==> src/rtl/reload_timer.sv <==
module reload_timer #(
  parameter int CW   = 32,
  parameter int PEXP = 3
) (
  input  logic          clk,
  input  logic          rst_n,
  input  logic [2:0]    addr,
  input  logic          wr_en,
  input  logic [CW-1:0] wdata,
  output logic [CW-1:0] rdata,
  input  logic          cap_evt,
  output logic          irq,
  output logic          tmr_out
);
  localparam int PW     = 1 << PEXP;
  localparam int B_CMP  = 3 + PEXP;
  localparam int B_IDL  = B_CMP + 1;
  localparam int B_TRG  = B_IDL + 1;
  localparam int B_TGL  = B_TRG + 2;
  localparam logic [2:0] A_CTL = 3'd0, A_STA = 3'd1, A_IEN = 3'd2,
                         A_CNT = 3'd3, A_LD  = 3'd4, A_TRG = 3'd5, A_MAT = 3'd6;

  logic            run_q, rld_q, pre_q, cmp_q, idl_q, tsel_q;
  logic [PEXP-1:0] ptv_q;
  logic [1:0]      trg_q;
  logic [2:0]      flg_q, ien_q;
  logic [CW-1:0]   cnt_q, load_q, mat_q;
  logic [PW-1:0]   psc_q, psc_lim;
  logic            pls_q, tg_q;

  logic wr_ctl, wr_sta, cnt_wr, tick, ovf, mat_evt, active, trig;
  logic [CW-1:0] cnt_adv;
  logic [2:0] clr;

  assign wr_ctl = wr_en && addr == A_CTL;
  assign wr_sta = wr_en && addr == A_STA;
  assign cnt_wr = wr_en && (addr == A_CNT || addr == A_TRG);

  assign psc_lim = ({{(PW-1){1'b0}}, 1'b1} << ptv_q << 1) - {{(PW-1){1'b0}}, 1'b1};
  assign tick    = run_q && !cnt_wr && (!pre_q || psc_q == psc_lim);
  assign ovf     = tick && (&cnt_q);
  assign cnt_adv = ovf ? (rld_q ? load_q : '0) : cnt_q + 1'b1;
  assign mat_evt = tick && cmp_q && cnt_adv == mat_q;
  assign clr     = wr_sta ? wdata[2:0] : 3'b000;

  assign active  = run_q && (trg_q == 2'd1 || trg_q == 2'd2);
  assign trig    = ovf || (trg_q == 2'd2 && mat_evt);
  assign tmr_out = active ? (tsel_q ? tg_q : (idl_q ^ pls_q)) : idl_q;
  assign irq     = |(flg_q & ien_q);

  always_ff @(posedge clk or negedge rst_n) begin
    if (!rst_n) begin
      run_q <= 1'b0; rld_q <= 1'b0; pre_q <= 1'b0; cmp_q <= 1'b0;
      idl_q <= 1'b0; tsel_q <= 1'b0; ptv_q <= '0; trg_q <= 2'd0;
    end else if (wr_ctl) begin
      run_q  <= wdata[0];
      rld_q  <= wdata[1];
      pre_q  <= wdata[2];
      ptv_q  <= wdata[3 +: PEXP];
      cmp_q  <= wdata[B_CMP];
      idl_q  <= wdata[B_IDL];
      trg_q  <= wdata[B_TRG +: 2];
      tsel_q <= wdata[B_TGL];
    end else if (ovf && !rld_q) begin
      run_q <= 1'b0;
    end
  end

  always_ff @(posedge clk or negedge rst_n) begin
    if (!rst_n) begin
      ien_q <= '0; load_q <= '0; mat_q <= '0;
    end else if (wr_en) begin
      if (addr == A_IEN) ien_q  <= wdata[2:0];
      if (addr == A_LD)  load_q <= wdata;
      if (addr == A_MAT) mat_q  <= wdata;
    end
  end

  always_ff @(posedge clk or negedge rst_n) begin
    if (!rst_n)                             psc_q <= '0;
    else if (!run_q || !pre_q || cnt_wr)    psc_q <= '0;
    else if (psc_q == psc_lim)              psc_q <= '0;
    else                                    psc_q <= psc_q + 1'b1;
  end

  always_ff @(posedge clk or negedge rst_n) begin
    if (!rst_n)                              cnt_q <= '0;
    else if (wr_en && addr == A_CNT)         cnt_q <= wdata;
    else if (wr_en && addr == A_TRG)         cnt_q <= load_q;
    else if (tick)                           cnt_q <= cnt_adv;
  end

  always_ff @(posedge clk or negedge rst_n) begin
    if (!rst_n) flg_q <= '0;
    else        flg_q <= (flg_q & ~clr) | {cap_evt, ovf, mat_evt};
  end

  always_ff @(posedge clk or negedge rst_n) begin
    if (!rst_n) begin
      pls_q <= 1'b0; tg_q <= 1'b0;
    end else begin
      pls_q <= active && trig;
      if (!active)   tg_q <= idl_q;
      else if (trig) tg_q <= ~tg_q;
    end
  end

  always_comb begin
    rdata = '0;
    case (addr)
      A_CTL: begin
        rdata[0] = run_q; rdata[1] = rld_q; rdata[2] = pre_q;
        rdata[3 +: PEXP] = ptv_q; rdata[B_CMP] = cmp_q; rdata[B_IDL] = idl_q;
        rdata[B_TRG +: 2] = trg_q; rdata[B_TGL] = tsel_q;
      end
      A_STA:   rdata[2:0] = flg_q;
      A_IEN:   rdata[2:0] = ien_q;
      A_CNT:   rdata = cnt_q;
      A_LD:    rdata = load_q;
      A_MAT:   rdata = mat_q;
      default: rdata = '0;
    endcase
  end
endmodule


==> config.mk <==
export PLATFORM = sky130hd
export DESIGN_NAME = reload_timer
export DESIGN_NICKNAME = d
export VERILOG_FILES = /design/src/rtl/reload_timer.sv
export SDC_FILE = /design/constraint.sdc
export NUM_CORES = 1
export LEC_CHECK = 0
export ABC_AREA = 1
export ABC_CLOCK_PERIOD_IN_PS = 2700
export BUFFER_PORTS_ARGS = -buffer_cell sky130_fd_sc_hd__buf_4
export CAP_MARGIN = 20
export CORE_MARGIN = 5
export CORE_UTILIZATION = 47
export CTS_CLUSTER_DIAMETER = 80
export DETAILED_ROUTE_END_ITERATION = 12
export GPL_ROUTABILITY_DRIVEN = 0
export PLACE_DENSITY = 0.75
export SETUP_SLACK_MARGIN = 0.1
export SLEW_MARGIN = 30
export SYNTH_ARGS = -nofsm -noshare
export SYNTH_HDL_FRONTEND = slang
export SYNTH_SLANG_ARGS = --single-unit
==> constraint.sdc <==
create_clock -name clk -period 2.7 [get_ports clk]
set_input_delay 0.27 -clock clk [delete_from_list [all_inputs] [get_ports clk]]
set_output_delay 0.27 -clock clk [all_outputs]
set_load 0.01 [all_outputs]
* Yosys cells after proc, flatten, opt, wreduce, memory -nomap -nowiden *
Cells that the tools add are included.

storage, ports and cells
  flip-flop bits (word level) = 123
  bits of input ports = 39
  output and inout bits = 34
  logic and storage cells = 86

cells by class
  $add $sub $neg = 3
  equality and inequality tests = 11
  shift operators = 1
  mux-type cells = 17
  bitwise gates (word level) = 6
  reduce and logical (&&, ||, !) cells = 32

operator list
  cell                     number
  $mux W32                 5
  $pmux W21 S3             1
  $add A32 B1 Y32 const B  1
  $eq A32 B32 Y1           1
  $pmux W8 S4              1
  $reduce_and A32 Y1       1
  $pmux W3 S6              1
  $mux W8                  2
  $logic_and A1 B1 Y1      14
  $eq A3 B3 Y1 const B     3
  $add A8 B1 Y8 const B    1
  $eq A8 B8 Y1             1
  $sub A8 B1 Y8 const B    1
  $shl A1 B3 Y7 const A    1
  $and A3 B3 Y3            2
  $eq A3 B2 Y1 const B     2
  $logic_or A1 B1 Y1       6
  $mux W1                  6
  $reduce_and A2 Y1        3
  $logic_not A1 Y1         4
  $eq A3 B1 Y1 const B     1
  $logic_not A3 Y1         1
  $mux W3                  1
  $not A3 Y3               1
  9 further kinds          9

* Logic depth before layout (Yosys ltp) *
  word-level depth = 14
  gate-level depth with buffers = 25
  mapped depth without buffers = 23

* Worst setup path before layout *
OpenSTA, ideal clock, no wires.

  path type = register -> register
  start point = reg cnt_q[0]
  end point = reg tg_q
  library setup time = 116 ps
  arrival time = 2366 ps
  required time = 2584 ps
  path slack = 217 ps
  cell stages (with the launch flop) = 21
  buffers on the path = 0
  cells stage by stage = dfrtp_1 -> ha_1 -> nand3_1 -> nor2_2 -> nand3_1 -> nor2_4 -> nand3_1 -> nor2_1 -> nand4_1 -> nand3_1 -> nand2_1 -> nor2_1 -> nand2_1 -> nor2_1 -> nand2_1 -> nor2_2 -> nand3_1 -> nand2_1 -> nand2_1 -> nand2_1 -> nand2_1

on the way
  cells in the longest elaborated chain, start to end = 8
  elaborated cells between the ends (all ways) = 9

RTL lines
  element                                                                  line  RTL
  start, declared                                                          27    logic [CW-1:0] cnt_q, load_q, mat_q;
  start signal, assigned                                                   88    else if (wr_en && addr == A_CNT) cnt_q <= wdata;
  start signal, assigned                                                   89    else if (wr_en && addr == A_TRG) cnt_q <= load_q;
  start signal, assigned                                                   90    else if (tick) cnt_q <= cnt_adv;
  parallel branches: the longest is 6 deep, another holds $add A32 B1 Y32  --
  $logic_or A1 B1 Y1 *                                                     47    assign trig = ovf || (trg_q == 2'd2 && mat_evt);
  $ne A2 B1 Y1 (no source line) *                                          --
  end signal, assigned                                                     103   if (!active) tg_q <= idl_q;
  end signal, assigned                                                     104   else if (trig) tg_q <= ~tg_q;
  end, declared                                                            29    logic pls_q, tg_q;

Mark *: on every way between the ends.
A chain may end at the register's enable or synchronous reset.

* Worst setup path in the final report *
Same ends and word-level chain as after synthesis.

==> run summary <==
status -> complete, but fails checks
failing checks -> setup timing
Initial Utilization -> 47.72%
remaining antenna violation count -> 0
DR vias/cell -> 5.861
final WL -> 29.58 mm
total track usage -> 28.98%
Slew Limit Fails -> 0
Post-synth EDFFs -> 0
worst-skew pair later-pin latency -> 430 ps
first-pass GRT wire length -> 46.35 mm
slew at the pin closest to its max-slew limit -> 698.4 ps
commonest non-fill, non-tap cell in the layout -> nand2_1
Yosys reg bits -> 123
Worst Setup End Kind -> flop
DIE AREA -> 20,250 um^2
Worst Setup Start Kind -> flop
min setup slack post-route -> -167.8 ps
worst hold path type -> input pin to flop
Die X-Extent -> 142.3 um
fill count -> 1,498
Setup CP Type -> flop to flop
vias -> 9,272
clk buf depth -> 2
core area -> 17,240 um^2
WP data required -> 3020 ps
max frequency -> 348.7 MHz
Clock transition at path regs -> 60 ps
hpwl dp -> 20.26 mm
worst-path maximum fanout -> 4
final instance count without filler cells -> 1,582
unrepaired setup endpoints after global routing -> true
I/O Pins -> 73
Max Cap Violations -> 0
area of the multi-input gates -> 4674 um^2
DR iter-0 viols -> 1,102
final setup TNS -> -350.4 ps
Die Span Y -> 142.3 um
CP max stage cell -> dfrtp_1
Area Growth Syn to Fin -> 29.84%
commonest cells after routing, fill and taps aside -> 346 x nand2_1, 179 x buf_4, 128 x inv_1
final setup skew -> 8.275 ps
CTS buffer count -> 17
num rows -> 48
CTS tree -> yes
worst path arrival time -> 3190 ps
setup violators final -> 3
register area share after synthesis -> 37.42%
ys flop type -> dfrtp_1
DRT Pass-1 Iters -> 6
H-tree Lvls -> 4
Final Hold Viols -> 0
largest net degree at the start of global routing -> 64
CP bufs+invs -> 4
placed instance count -> 1,525
Post-Syn Nets -> 1,232
Root Driver -> clkbuf_16
Peak supply drop -> 0.5372 mV
Slew HR -> 53.44%
# diodes -> 0
syn avg cell area -> 6.912 um^2
DRC errors left -> 0
Power Dens Cells -> 882.2 nW/um^2
Tcrit/Tclk final -> 106.2%
layout cells sized above 1 -> 22.62%
Pleak -> 5.254 nW
grt ovf -> 0
most used cell, CP -> nand2_1
Final Net Count -> 1,386
Post-Place Setup Slack -> -160.3 ps
Async S/R FF share, synth -> 100.0%
routed len/inst -> 18.70 um
critical-path cell list -> buf_4 > inv_1 > nor3_4 > buf_4 > nand4_1 > nor2_2 > xor2_1 > nand2_4 > nand3_1 > nand2_1 > inv_1 > nand2_1 > nor2_2 > nand3_1 > nor2_2 > nand3_2 > nand2_2 > nand2_2 > nand2_1 > nand2_1
CP max stage delay -> 400 ps
synth warn -> 0
initial antenna violation count -> 0
Tmin final -> 2868 ps
WHS -> 23.07 ps
synthesized instance count -> 1,190
Top Family by Delay on Critical Path -> simple AND/OR/NAND/NOR gates
clock sink count -> 123
register area -> 3080 um^2
Netlist cell types -> 42
vias in the first global route -> 8,855
mapped cell area -> 8225 um^2
Power Total -> 0.009422 W
port bufs -> 72
==> state kept, by name (all words and copies together) (netlist names) <==
| register | flops |
|---|---|
| tg_q | 1 |
| cmp_q | 1 |
| ien_q | 3 |
| tsel_q | 1 |
| ptv_q | 3 |
| pre_q | 1 |
| psc_q | 8 |
| pls_q | 1 |
| run_q | 1 |
| mat_q | 32 |
| idl_q | 1 |
| flg_q | 3 |
| cnt_q | 32 |
| rld_q | 1 |
| load_q | 32 |
| trg_q | 2 |
==> logic make-up after synthesis <==
group | count (synthesis) | synth area share (%)
xor+xnor | 36 | 3.833
compound gates | 241 | 17.61
simple gates | 593 | 31.46
flops | 123 | 37.42
buf+inv | 194 | 9.218
fa+ha+maj | 3 | 0.4564
==> synth_stat cells, types with 2 or more instances <==
cell | n | share of area (%)
a21oi_1 | 49 | 3.0
a221oi_1 | 3 | 0.32
a22oi_1 | 4 | 0.37
a2bb2oi_1 | 12 | 1.3
buf_2 | 9 | 0.55
buf_6 | 2 | 0.27
clkbuf_1 | 46 | 2.1
clkinv_1 | 3 | 0.14
dfrtp_1 | 123 | 37
ha_1 | 3 | 0.46
inv_1 | 129 | 5.9
inv_2 | 4 | 0.18
nand2_1 | 368 | 17
nand2_2 | 9 | 0.68
nand3_1 | 66 | 4.0
nand3b_1 | 7 | 0.64
nand4_1 | 40 | 3.0
nor2_1 | 70 | 3.2
nor2_2 | 8 | 0.61
nor3_1 | 13 | 0.79
nor3_2 | 3 | 0.37
nor3b_1 | 2 | 0.18
o2111ai_1 | 7 | 0.75
o211ai_1 | 27 | 2.5
o21ai_0 | 111 | 6.8
o21ai_1 | 4 | 0.24
o221ai_1 | 16 | 1.7
o22ai_1 | 4 | 0.30
xnor2_1 | 8 | 0.85
xor2_1 | 28 | 3.0
==> where the power goes <==
group	leakage [nW]	internal, W	switching (W)
logic	3.49	0.00178	0.00264
registers	1.49	0.00229	0.000472
clock network	0.276	0.00138	0.000855
total	5.25	0.00546	0.00396
==> final timing paths <==
path	from	depth (start not counted)	slack [ps]	to
worst max-delay path	cnt_q[0]$_DFFE_PN0P_	20	-170	tg_q$_DFFE_PN0P_
worst min-delay path	cap_evt	3	20	flg_q[2]$_DFF_PN0_
worst max register to register	cnt_q[0]$_DFFE_PN0P_	20	-170	tg_q$_DFFE_PN0P_
worst min register to register	cmp_q$_DFFE_PN0P_	2	500	cmp_q$_DFFE_PN0P_
max in group asynchronous	rst_n	3	1570	load_q[21]$_DFFE_PN0P_
min in group asynchronous	rst_n	2	400	ien_q[0]$_DFFE_PN0P_
==> per-stage QoR <==
step | cell area, um^2 | utilization [%]
3_3_place_gp | 9580 | 55.58
6_report | 10680 | 61.96
5_1_grt | 10680 | 61.96
3_5_place_dp | 9580 | 55.58
4_1_cts | 10480 | 60.77
2_1_floorplan | 8225 | -
==> routing by layer <==
layer  part of all wire (%)  up-vias  routed length (um)  track usage [%]
li1                       -     4249                   -                -
met4                    4.2        0                1243            12.91
met3                     11      126                3341            7.695
met5                      0        -                   0                0
met1                     39     4285               11600            38.63
met2                     45      612               13400            44.50
==> timing repair <==
item	CTS	global route
endpoints found under the hold margin	44	0
pin swaps	11	27
setup buffers	20	3
gates resized for setup	37	49
cloned	2	0
hold buffers	1	0
setup endpoints to repair	3	5
==> final cells by class <==
class | count | area share [%]
timing repair buffer | 193 | 14.64
inverter | 136 | 4.780
tap | 225 | 2.636
multi-input combinational | 873 | 43.77
clock inverter | 6 | 0.5623
sequential | 123 | 28.84
clock buffer | 26 | 4.768
==> worst reg2reg max path: cells and delay by family, from the launching register on <==
kind	cells	cell delay [ps]
xor gates and xnor gates	1	270
buffers and inverters	4	480
DFF	1	400
and+or+nand+nor	15	1620
Power figures use the tool's default switching activity.
